## src/rtl/hbg_pkg.sv

```systemverilog
package hbg_pkg;
  // Per-leg strobes from the control section to the gate datapath.
  typedef struct packed {
    logic refresh;   // bootstrap refresh pulse active
    logic highReq;   // high-side turn-on requested
    logic lowReq;    // low-side turn-on requested
  } legStrobe_t;
endpackage

```

## src/rtl/hbg_in_cond.sv

```systemverilog
module hbg_in_cond #(
  parameter int WIDTH = 2,
  parameter int MIN_PULSE = 3,
  parameter bit USE_FILTER = 1'b1,
  parameter logic [WIDTH-1:0] RESET_VAL = '0
) (
  input  logic             clk,
  input  logic             rstN,
  input  logic [WIDTH-1:0] rawIn,
  output logic [WIDTH-1:0] cleanOut
);
  localparam int CW = $clog2(MIN_PULSE) + 1;

  logic [WIDTH-1:0] metaQ;
  logic [WIDTH-1:0] stableQ;

  always_ff @(posedge clk or negedge rstN) begin
    if (!rstN) begin
      metaQ   <= RESET_VAL;
      stableQ <= RESET_VAL;
    end else begin
      metaQ   <= rawIn;
      stableQ <= metaQ;
    end
  end

  if (USE_FILTER) begin : g_filter
    for (genvar b = 0; b < WIDTH; b++) begin : g_bit
      logic [CW-1:0] runQ;
      logic          heldQ;
      always_ff @(posedge clk or negedge rstN) begin
        if (!rstN) begin
          runQ  <= '0;
          heldQ <= RESET_VAL[b];
        end else if (stableQ[b] == heldQ) begin
          runQ <= '0;
        end else if (runQ == CW'(MIN_PULSE - 1)) begin
          heldQ <= stableQ[b];
          runQ  <= '0;
        end else begin
          runQ <= runQ + 1'b1;
        end
      end
      assign cleanOut[b] = heldQ;
    end
  end else begin : g_direct
    assign cleanOut = stableQ;
  end
endmodule

```

## src/rtl/hbg_ctrl.sv

```systemverilog
module hbg_ctrl
  import hbg_pkg::*;
#(
  parameter int NUM_LEGS = 2,
  parameter int MIN_PULSE = 3,
  parameter int REFRESH_LEN = 20
) (
  input  logic                      clk,
  input  logic                      rstN,
  input  logic                      disableIn,
  input  logic                      supplyUv,
  input  logic [NUM_LEGS-1:0]       bootUv,
  input  logic [NUM_LEGS-1:0]       lowIn,
  input  logic [NUM_LEGS-1:0]       highIn,
  output legStrobe_t [NUM_LEGS-1:0] strobes
);
  localparam int RW = $clog2(REFRESH_LEN + 1);
  localparam int SAFE_W = NUM_LEGS + 2;

  logic [2*NUM_LEGS-1:0] legClean;
  logic [SAFE_W-1:0]     safeClean;
  logic [NUM_LEGS-1:0]   lowF, highF, bootF;
  logic                  disS, uvS;

  // Leg commands: synchronised and pulse-width filtered.
  hbg_in_cond #(
    .WIDTH(2*NUM_LEGS), .MIN_PULSE(MIN_PULSE), .USE_FILTER(1'b1),
    .RESET_VAL('0)
  ) u_legCond (
    .clk(clk), .rstN(rstN), .rawIn({highIn, lowIn}), .cleanOut(legClean)
  );

  // Protection inputs: synchronised only, reset to the safe (active) state.
  hbg_in_cond #(
    .WIDTH(SAFE_W), .MIN_PULSE(1), .USE_FILTER(1'b0),
    .RESET_VAL({SAFE_W{1'b1}})
  ) u_safeCond (
    .clk(clk), .rstN(rstN), .rawIn({bootUv, supplyUv, disableIn}),
    .cleanOut(safeClean)
  );

  assign lowF  = legClean[NUM_LEGS-1:0];
  assign highF = legClean[2*NUM_LEGS-1:NUM_LEGS];
  assign disS  = safeClean[0];
  assign uvS   = safeClean[1];
  assign bootF = safeClean[SAFE_W-1:2];

  logic          enable, enableQ, refActive, runOk;
  logic [RW-1:0] refCnt;

  assign enable = ~disS & ~uvS;

  always_ff @(posedge clk or negedge rstN) begin
    if (!rstN) begin
      enableQ <= 1'b0;
      refCnt  <= '0;
    end else begin
      enableQ <= enable;
      if (!enable)
        refCnt <= '0;
      else if (!enableQ)
        refCnt <= RW'(REFRESH_LEN);
      else if (refCnt != '0)
        refCnt <= refCnt - 1'b1;
    end
  end

  assign refActive = (refCnt != '0);
  assign runOk     = enable & enableQ & ~refActive;

  for (genvar l = 0; l < NUM_LEGS; l++) begin : g_leg
    assign strobes[l].lowReq  = runOk & lowF[l];
    assign strobes[l].highReq = runOk & highF[l] & ~lowF[l] & ~bootF[l];
    assign strobes[l].refresh = refActive;
  end

  // leaving disable/undervoltage starts the refresh window.
  p_refresh_start_r9: assert property (@(posedge clk) disable iff (!rstN)
    (enable && !enableQ) |=> refActive);
endmodule

```

## src/rtl/hbg_datapath.sv

```systemverilog
module hbg_datapath
  import hbg_pkg::*;
#(
  parameter int NUM_LEGS = 2,
  parameter int DEAD_W = 8
) (
  input  logic                      clk,
  input  logic                      rstN,
  input  legStrobe_t [NUM_LEGS-1:0] strobes,
  input  logic [DEAD_W-1:0]         deadCycles,
  output logic [NUM_LEGS-1:0]       lowGate,
  output logic [NUM_LEGS-1:0]       highGate
);
  localparam int NOUT = 2 * NUM_LEGS;

  logic [NOUT-1:0] onVec;   // even index: low side, odd index: high side

  for (genvar k = 0; k < NOUT; k++) begin : g_out
    localparam int LEG = k / 2;
    logic              req;
    logic              onQ, pendQ;
    logic [DEAD_W-1:0] cntQ;

    if (k % 2 == 0) begin : g_low
      assign req = strobes[LEG].lowReq;
    end else begin : g_high
      assign req = strobes[LEG].highReq;
    end

    always_ff @(posedge clk or negedge rstN) begin
      if (!rstN) begin
        onQ   <= 1'b0;
        pendQ <= 1'b0;
        cntQ  <= '0;
      end else if (!req) begin
        onQ   <= 1'b0;
        pendQ <= 1'b0;
        cntQ  <= '0;
      end else if (!onQ && !pendQ) begin
        if (deadCycles == '0) begin
          onQ <= 1'b1;
        end else begin
          pendQ <= 1'b1;
          cntQ  <= deadCycles - 1'b1;
        end
      end else if (pendQ) begin
        if (cntQ == '0) begin
          onQ   <= 1'b1;
          pendQ <= 1'b0;
        end else begin
          cntQ <= cntQ - 1'b1;
        end
      end
    end

    assign onVec[k] = onQ;
  end

  for (genvar l = 0; l < NUM_LEGS; l++) begin : g_leg
    assign lowGate[l]  = onVec[2*l] | strobes[l].refresh;
    assign highGate[l] = onVec[2*l+1];

    // the two switches of a leg never conduct together.
    p_no_overlap_r3: assert property (@(posedge clk) disable iff (!rstN)
      !(lowGate[l] && highGate[l]));

    // with a nonzero dead time, each side rises only after the other was off.
    p_dead_gap_high_r7: assert property (@(posedge clk) disable iff (!rstN)
      ($rose(highGate[l]) && $past(deadCycles) != '0) |-> $past(!lowGate[l]));
    p_dead_gap_low_r7: assert property (@(posedge clk) disable iff (!rstN)
      ($rose(onVec[2*l]) && $past(deadCycles) != '0) |-> $past(!highGate[l]));
  end
endmodule

```

## src/rtl/hbridge_gate_ctrl.sv

```systemverilog
module hbridge_gate_ctrl
  import hbg_pkg::*;
#(
  parameter int NUM_LEGS = 2,
  parameter int DEAD_W = 8,
  parameter int MIN_PULSE = 3,
  parameter int REFRESH_LEN = 20
) (
  input  logic                clk,
  input  logic                rstN,
  input  logic                disableIn,
  input  logic                supplyUv,
  input  logic [NUM_LEGS-1:0] bootUv,
  input  logic [NUM_LEGS-1:0] lowIn,
  input  logic [NUM_LEGS-1:0] highIn,
  input  logic [DEAD_W-1:0]   deadCycles,
  output logic [NUM_LEGS-1:0] lowGate,
  output logic [NUM_LEGS-1:0] highGate
);
  legStrobe_t [NUM_LEGS-1:0] strobes;

  hbg_ctrl #(
    .NUM_LEGS(NUM_LEGS), .MIN_PULSE(MIN_PULSE), .REFRESH_LEN(REFRESH_LEN)
  ) u_ctrl (
    .clk(clk), .rstN(rstN), .disableIn(disableIn), .supplyUv(supplyUv),
    .bootUv(bootUv), .lowIn(lowIn), .highIn(highIn), .strobes(strobes)
  );

  hbg_datapath #(
    .NUM_LEGS(NUM_LEGS), .DEAD_W(DEAD_W)
  ) u_datapath (
    .clk(clk), .rstN(rstN), .strobes(strobes), .deadCycles(deadCycles),
    .lowGate(lowGate), .highGate(highGate)
  );

  // disable held for three samples leaves every gate off.
  p_dis_off_r1: assert property (@(posedge clk) disable iff (!rstN)
    (disableIn && $past(disableIn) && $past(disableIn, 2) && $past(disableIn, 3))
    |-> (lowGate == '0 && highGate == '0));

  // supply undervoltage held for three samples leaves every gate off.
  p_uv_off_r2: assert property (@(posedge clk) disable iff (!rstN)
    (supplyUv && $past(supplyUv) && $past(supplyUv, 2) && $past(supplyUv, 3))
    |-> (lowGate == '0 && highGate == '0));

  for (genvar l = 0; l < NUM_LEGS; l++) begin : g_chk
    // bootstrap undervoltage held for three samples keeps the high side off.
    p_boot_block_r4: assert property (@(posedge clk) disable iff (!rstN)
      (bootUv[l] && $past(bootUv[l]) && $past(bootUv[l], 2) && $past(bootUv[l], 3))
      |-> !highGate[l]);
  end
endmodule

```

## config.mk

```make
export PLATFORM = sky130hd
export DESIGN_NAME = hbridge_gate_ctrl
export DESIGN_NICKNAME = d
export VERILOG_FILES = /design/src/rtl/hbg_pkg.sv /design/src/rtl/hbg_in_cond.sv /design/src/rtl/hbg_ctrl.sv /design/src/rtl/hbg_datapath.sv /design/src/rtl/hbridge_gate_ctrl.sv
export SDC_FILE = /design/constraint.sdc
export NUM_CORES = 1
export LEC_CHECK = 0
export CORE_MARGIN = 2
export CORE_UTILIZATION = 50
export CTS_BUF_LIST = sky130_fd_sc_hd__clkbuf_16
export CTS_CLUSTER_DIAMETER = 30
export DETAILED_ROUTE_END_ITERATION = 8
export DONT_BUFFER_PORTS = 1
export PLACE_DENSITY_LB_ADDON = 0.12
export SLEW_MARGIN = 20
export SYNTH_ARGS = -nofsm -noshare
export SYNTH_HDL_FRONTEND = slang
export SYNTH_HIERARCHICAL = 1
export SYNTH_SLANG_ARGS = --single-unit
export TNS_END_PERCENT = 20
```

## constraint.sdc

```tcl
create_clock -name clk -period 5.83 [get_ports clk]
set_clock_uncertainty 0.05 [all_clocks]
set_input_delay 0.2915 -clock clk [delete_from_list [all_inputs] [get_ports clk]]
set_output_delay 0.2915 -clock clk [all_outputs]
set_load 0.03 [all_outputs]
```

[Word level (Yosys, flattened, before mapping)]
Cells that the tools add are included.
Word-level totals
  latch bits: 0
  ROM bits: 0
  memory bits (writable): 0
  output and inout bits: 4
  logic and storage cells: 181
  bits of input ports: 18
  memories kept: 0
  flip-flop bits (word level): 78
Operators by class
  add/sub/neg operators: 10
  mux-type cells: 62
  shift-type cells: 0
  bitwise logic cells: 24
  equality and inequality tests: 29
  reduce and logical (&&, ||, !) cells: 30
  div/mod/pow operators: 0
  order comparisons: 0
  multipliers: 0
Operator list (number)
  8-bit 2-to-1 mux: 17
  3-bit != test, second input constant: 21
  8-bit zero test: 5
  8-bit by 1-bit subtractor with 8-bit output, second input constant: 5
  1-bit 2-to-1 mux: 34
  3-bit 2-to-1 mux: 8
  3-bit AND reduction: 8
  5-bit 2-to-1 mux: 3
  3-bit by 1-bit adder with 3-bit output, second input constant: 4
  3-bit by 2-bit == test with 1-bit output, second input constant: 4
  1-bit bitwise AND: 11
  1-bit inverter: 11
  1-bit zero test: 8
  2-bit AND reduction: 4
  5-bit nonzero test: 1
  5-bit by 1-bit subtractor with 5-bit output, second input constant: 1
  1-bit == test: 4
  1-bit logical AND: 4
  1-bit bitwise OR: 2

[Logic depth before layout (Yosys ltp)]
Gate-level depths: netlist of the first run.
  depth after elaboration: 9
  mapped depth: 11
  depth with buffers taken out: 9

[Hierarchy]
The synthesis of the first run kept the hierarchy.
By module, submodules not included
  hbg_datapath: times used 1, area each 2695.1 um2, seq. area each 1001.0 um2, cells an instance 320
  hbg_in_cond (u_ctrl.u_legCond): times used 1, area each 970.9 um2, seq. area each 600.6 um2, cells an instance 72
  hbg_ctrl: times used 1, area each 381.6 um2, seq. area each 150.1 um2, cells an instance 36
  hbg_in_cond (u_ctrl.u_safeCond): times used 1, area each 210.2 um2, seq. area each 210.2 um2, cells an instance 8

[Least setup slack after synthesis of the first run]
OpenSTA, ideal clock, no wires.
  path kind: register to register
  from: register u_ctrl.refCnt[0]
  to: register u_datapath.g_out[1].cntQ[6]
  setup slack: 3.303 ns
  cell stages (with the launch flop): 10
  path buffers: 1
  data arrival time: 2.395 ns
  setup time: 0.083 ns
  data required time: 5.697 ns
  period minus slack after synthesis: 2.527 ns
  cell sequence: dfrtp_1 > inv_1 > ha_1 > or4b_1 > buf_6 > or2_4 > nor4b_4 > inv_1 > or2_2 > o21ai_0
RTL lines
  start, declared: RTL line hbg_ctrl.sv:49  | logic [RW-1:0] refCnt;
  start signal, assigned: RTL line hbg_ctrl.sv:62  | refCnt <= RW'(REFRESH_LEN);
  start signal, assigned: RTL line hbg_ctrl.sv:64  | refCnt <= refCnt - 1'b1;
  end signal, assigned: RTL line hbg_datapath.sv:44  | cntQ <= deadCycles - 1'b1;
  end signal, assigned: RTL line hbg_datapath.sv:51  | cntQ <= cntQ - 1'b1;
  end, declared: RTL line hbg_datapath.sv:22  | logic [DEAD_W-1:0] cntQ;

==> metrics.txt, run 1 <==
total gr overflow 0; CTS tree yes; PostCTS Resize Cnt 0; setup violators final 0; CP required 6.01 ns; first-pass GRT wire length 14800 um; Slew Viols, Final 0; I/O pins 22; DR iter-0 viols around 190; fin crit share between 40% and 50%; crit path max fanout 8; clk sinks 78; Detailed Place HPWL 6040 um; worst min-delay path class primary input to flop; CP startpoint kind flop; Layout Nets 465; total global-route track usage about 21%; synth unique cells 71; Die X a little under 100 um; crit end category flop; GRT met1 Usage around 29%; die area approximately 9300 um2; syn nets 463; Synth Instances 436; RSZ-0062 raised after global routing false; Worst EP arrival 3.03 ns; fin crit period 2.84 ns; relative slew slack 31.0%; Pwr per Cell Area 308 nW/um2; worst ir drop on vdd 0.201 mV; vias per cell 5.75; largest net degree at the start of global routing 79; Total Power 1450 uW; GP Congestion 0.857; layout cells sized above 1 12.9%; Main synth FF type dfrtp_1; Inserted Diodes 0; vias post-DR 3152; Seq/Total Area, Yosys 46.1%; Place WS around 3.0 ns; total CTS buffers 9; number of remaining DRC errors 0; most common cell in the synthesized netlist dfrtp_1; H-tree depth 3; placed cell area 4260 um2; final worst slack ~3 ns; Clock transition at path regs around 0.060 ns; Final Hold Fails 0; maximum clock path buffer count 2; Leak ~0.002 uW; Fmax achieved 0.352 GHz; critical path class flop to flop; Synth area leaders dfrtp_1 41%, dfstp_2 4.9%, o21ai_0 4.0%; grt met3 use 4.70%; Mean Syn Cell Area ~9.8 um2; Die Y 96.3 um; top post-synthesis cells by count 70 x dfrtp_1, 41 x nor2_1, 34 x o21ai_0; number of synthesized flops with an enable pin 0; clock root cell clkbuf_16; Yosys reg bits 78; Final Cell Area 4690 um2; top cell type's share of synthesized area 41.1%; PortBufs 0; Placement Rows 33; final wirelength 8790 um; initial antenna violation count 0; vias in the first global route around 3000; post-route ant nets 0; iteration count of the initial detailed-routing pass 4; Slew @ Worst Pin 1.03 ns; Yosys warnings 6; Synth async-reset ratio between 90% and 100%; met2 GRT Util about a third; setup TNS 0 ns; WL per Instance between 15 and 20 um; status completed; Max Cap Violations 0; filler instances 695; Initial Util between 50% and 60%; mapped cell area 4260 um2; Core ar. 8220 um2; Clk Latency, worst-skew pair ~0.32 ns; largest area contributor in the synthesized netlist dfrtp_1; Area Overhead vs Synth 10.2%; grt peak-use layer met2
[path summary, 6_finish.rpt]
check / start / to / slack, ns / depth (start not counted)
setup / recovery: u_ctrl/refCnt[0] / u_datapath/g_out[1].cntQ[7] / 2.99 / 8
hold / removal: deadCycles[0] / u_datapath/g_out[3].cntQ[0] / 0.17 / 2
setup reg to reg: u_ctrl/refCnt[0] / u_datapath/g_out[1].cntQ[7] / 2.99 / 8
hold reg to reg: u_ctrl/u_legCond/metaQ[3] / u_ctrl/u_legCond/stableQ[3] / 0.30 / 0
max in group asynchronous: rstN / u_ctrl/u_safeCond/metaQ[2] / 4.92 / 2
min in group asynchronous: rstN / u_ctrl/u_legCond/g_filter.g_bit[2].runQ[0] / 0.48 / 2
[report_power, final]
| group | switching (uW) | internal [uW] | leakage [uW] | total [uW] |
|---|---|---|---|---|
| logic | 91.4 | 104 | 0.000830 | 195 |
| registers | 70.6 | 599 | 0.00102 | 669 |
| clock network | 209 | 372 | 0.000152 | 581 |
| total | 371 | 1070 | 0.00201 | 1450 |
[final cells by class]
cell class	instances	area, um2	area share, %
multi-input cells	313	2070	44.1
flip-flops and latches	78	1960	41.8
clock buffers	9	225	4.80
well taps	105	131	2.80
repair buffers	10	118	2.51
inverters	26	97.6	2.08
clock inverters	7	88.8	1.89
[worst max-delay path: stages, from the launching register on]
cell and delay, ns:
dfrtp_1 0.40, inv_1 0.07, ha_1 0.18, or4b_1 0.61, or2_4 0.34, nor4b_4 0.39
inv_1 0.18, or2_2 0.36, o21ai_0 0.18
[per-layer routing]
layer  up-vias  share of wire, %
met3         2               3.3
li1       1553                 -
met5         -                 0
met1      1543                48
met4         0              0.39
met2        54                48
[what timing repair did]
action                                 CTS  global route
setup buffers                            0             0
hold buffers                            10             0
endpoints found under the hold margin   86             0
[registers in the layout, summed over array words and instances (netlist names)]
name,flops
u_ctrl/u_legCond/metaQ,4
u_ctrl/u_legCond/stableQ,4
u_datapath/g_out.cntQ,32
u_ctrl/enableQ,1
u_datapath/g_out.pendQ,4
u_ctrl/refCnt,5
u_ctrl/u_safeCond/metaQ,4
u_ctrl/u_legCond/g_filter.g_bit.runQ,12
u_ctrl/u_legCond/g_filter.g_bit.heldQ,4
u_ctrl/u_safeCond/cleanOut,4
u_datapath/g_out.onQ,4
[through the flow]
stage	hold WS (ns)	cells	utilization (%)
after global routing	0.174	548	57.1
after global placement	-0.0513	522	51.9
after detailed placement	-0.0511	522	51.9
final	0.166	548	57.1
after floorplan	-0.0541	436	-
after CTS	0.159	548	57.1
[logic make-up after synthesis]
family                     synth area share, %
and+or+nand+nor                           22.7
AOI/OAI and AO/OA                         17.9
DFF                                       46.1
buffers and inverters                     5.29
xor gates and xnor gates                  3.70
adders and majority gates                 2.64
muxes                                     1.76
[layout by cell type, fill, tap and decap left out, types with 8 or more instances in the layout]
master | Yosys | final
o21ai_0 | 34 | 34
dlygate4sd3_1 | 0 | 9
clkbuf_16 | 0 | 9
dfstp_2 | 8 | 8
nor3_1 | 13 | 13
nor3b_1 | 10 | 10
ha_1 | 9 | 9
inv_1 | 25 | 25
nand2_1 | 25 | 25
xnor2_1 | 11 | 11
dfrtp_1 | 70 | 70
a21oi_1 | 27 | 27
nor2_1 | 41 | 41
nand3b_1 | 9 | 9
or2_2 | 8 | 8
nand3_1 | 10 | 10
No activity file was read; power rests on OpenSTA's default activity.
==> run 2, diff against run 1 <==
- clock period: 5.83 -> 2.81 ns (I/O delays scaled with it)
==> metrics.txt, run 2 (synthesis gave the netlist of run 1 again) <==
worst ir drop on vdd ~0.53 mV; CP max stage delay around 0.5 ns; Logic pwr share 14.1%; post-CTS setup buffers 0; vias post-DR 3171; relative slew slack 44.1%; clk sinks 78; number of remaining DRC errors 0; setup violators final 0; CTS tree yes; Clock transition at path regs 0.06 ns; final hold slack 0.0686 ns; power share of the clock group 38.4%; WHS Path Cells 2; FF-to-FF path depth 8; total gr overflow 0; Detailed Place HPWL 6120 um; Fmax achieved 0.396 GHz; CP required roughly 3.0 ns; RSZ-0062 raised after global routing false; fin crit share 89.9%; initial antenna violation count 0; CP startpoint kind flop; crit path max fanout 6; PortBufs 0; Inst Count DP 532; setup TNS 0 ns; layout cells sized above 1 15.0%; H-tree depth 3; Worst Setup SP u_ctrl/refCnt[0]; Hold Path Sink u_datapath/g_out[0].cntQ[0]; commonest cells after routing, fill and taps aside 70 x dfrtp_1, 41 x nor2_1, 34 x o21ai_0, 27 x inv_1, 27 x a21oi_1; Die Y between 90 and 100 um; Worst path top cell family by delay simple AND/OR/NAND/NOR gates; Pwr per Cell Area 612 nW/um2; CP dominant cell by count inv_1; vias per cell 5.67; Initial Util between 50% and 60%; post-route ant nets 0; fin crit period about 2.5 ns; first-pass GRT wire length around 15000 um; Slew Viols, Final 0; Area Overhead vs Synth 11.7%; final wirelength between 8000 and 9000 um; GP Congestion 0.835; sw power 766 uW; biggest regs u_datapath/g_out.cntQ: 32 flops, u_ctrl/u_legCond/g_filter.g_bit.runQ: 12 flops, u_ctrl/refCnt: 5 flops; iteration count of the initial detailed-routing pass 4; commonest non-fill, non-tap cell in the layout dfrtp_1; Internal Power 2150 uW; R2R setup slack between 0.2 and 0.3 ns; critical path class flop to flop; Net Sw Frac 26.3%; CP cell instances inv_1 > ha_1 > or4b_1 > or2_4 > nor4b_4 > inv_1 > or2_2 > o21ai_0; Die X between 90 and 100 um; total CTS buffers 9; Biggest register u_datapath/g_out.cntQ; worst r2r dst u_datapath/g_out[1].cntQ[7]; die area 9270 um2; Max Cap Violations 0; max reg flops 32; clock root cell clkbuf_16; maximum clock path buffer count 2; reg-to-reg startpoint u_ctrl/refCnt[0]; Leak between 0.002 and 0.0025 uW; Inserted Diodes 0; WL per Instance 15.6 um; HP Start deadCycles[0]; Finished Layout Cells between 500 and 600; worst min-delay path class primary input to flop; Clk Latency, worst-skew pair ~0.33 ns; total global-route track usage a little over a fifth; DR iter-0 viols about 170; Worst EP arrival 2.72 ns; largest net degree at the start of global routing just under 80; worst path bufs/invs 2; vias in the first global route 3059; Final Hold Fails 0; Layout Nets 476; sequential fraction of design power 47.6%; Core ar. 8220 um2; crit end category flop; I/O pins 22; status completed; Slew @ Worst Pin 0.836 ns; Placement Rows 33; CP max stage cell or4b_1
==> run 2: routing by layer <==
metal	track usage, %	up-vias	part of all wire (%)
li1	-	1577	-
met4	9.76	0	2.2
met1	28.9	1530	49
met3	3.60	14	2.3
met5	0	-	0
met2	31.7	50	46
==> run 2: how the worst max path moves through the flow <==
stage	endpoint	cells after the start
after CTS	u_datapath/g_out[1].cntQ[7]	8
after global placement	u_datapath/g_out[1].cntQ[6]	8
final	u_datapath/g_out[1].cntQ[7]	8
after global routing	u_datapath/g_out[1].cntQ[6]	8
after detailed placement	u_datapath/g_out[1].cntQ[7]	8
after floorplan	u_datapath/g_out[1].cntQ[6]	9
==> run 2: area by class of cell <==
class,count,area [um2]
repair buffers,21,203
clock buffers,9,225
multi-input cells,313,2070
inverters,26,97.6
flip-flops and latches,78,1960
well taps,105,131
fillers,715,3460
clock inverters,7,67.6
==> run 2: through the flow <==
stage | setup WS, ns | total power (uW) | utilization (%) | instance area [um2]
2_1_floorplan | 0.283 | 1740 | - | 4260
3_3_place_gp | 0.319 | 1770 | 52.8 | 4340
3_5_place_dp | 0.255 | 1780 | 52.8 | 4340
4_1_cts | 0.238 | 2950 | 57.9 | 4760
5_1_grt | 0.0934 | 3070 | 57.9 | 4760
6_report | 0.283 | 2910 | 57.9 | 4760
==> run 2: repair_timing <==
action	in CTS	in global routing
endpoints found under the hold margin	87	0
resized for setup	0	0
setup endpoints to repair	0	0
hold buffers	11	0
==> run 2: power by group through the flow <==
stage	registers, uW	clock network [uW]	logic (uW)
final	1390	1120	410
after global routing	1410	1200	459
after CTS	1390	1150	415
after detailed placement	1410	0	374
after global placement	1400	0	369
after floorplan	1360	0	376
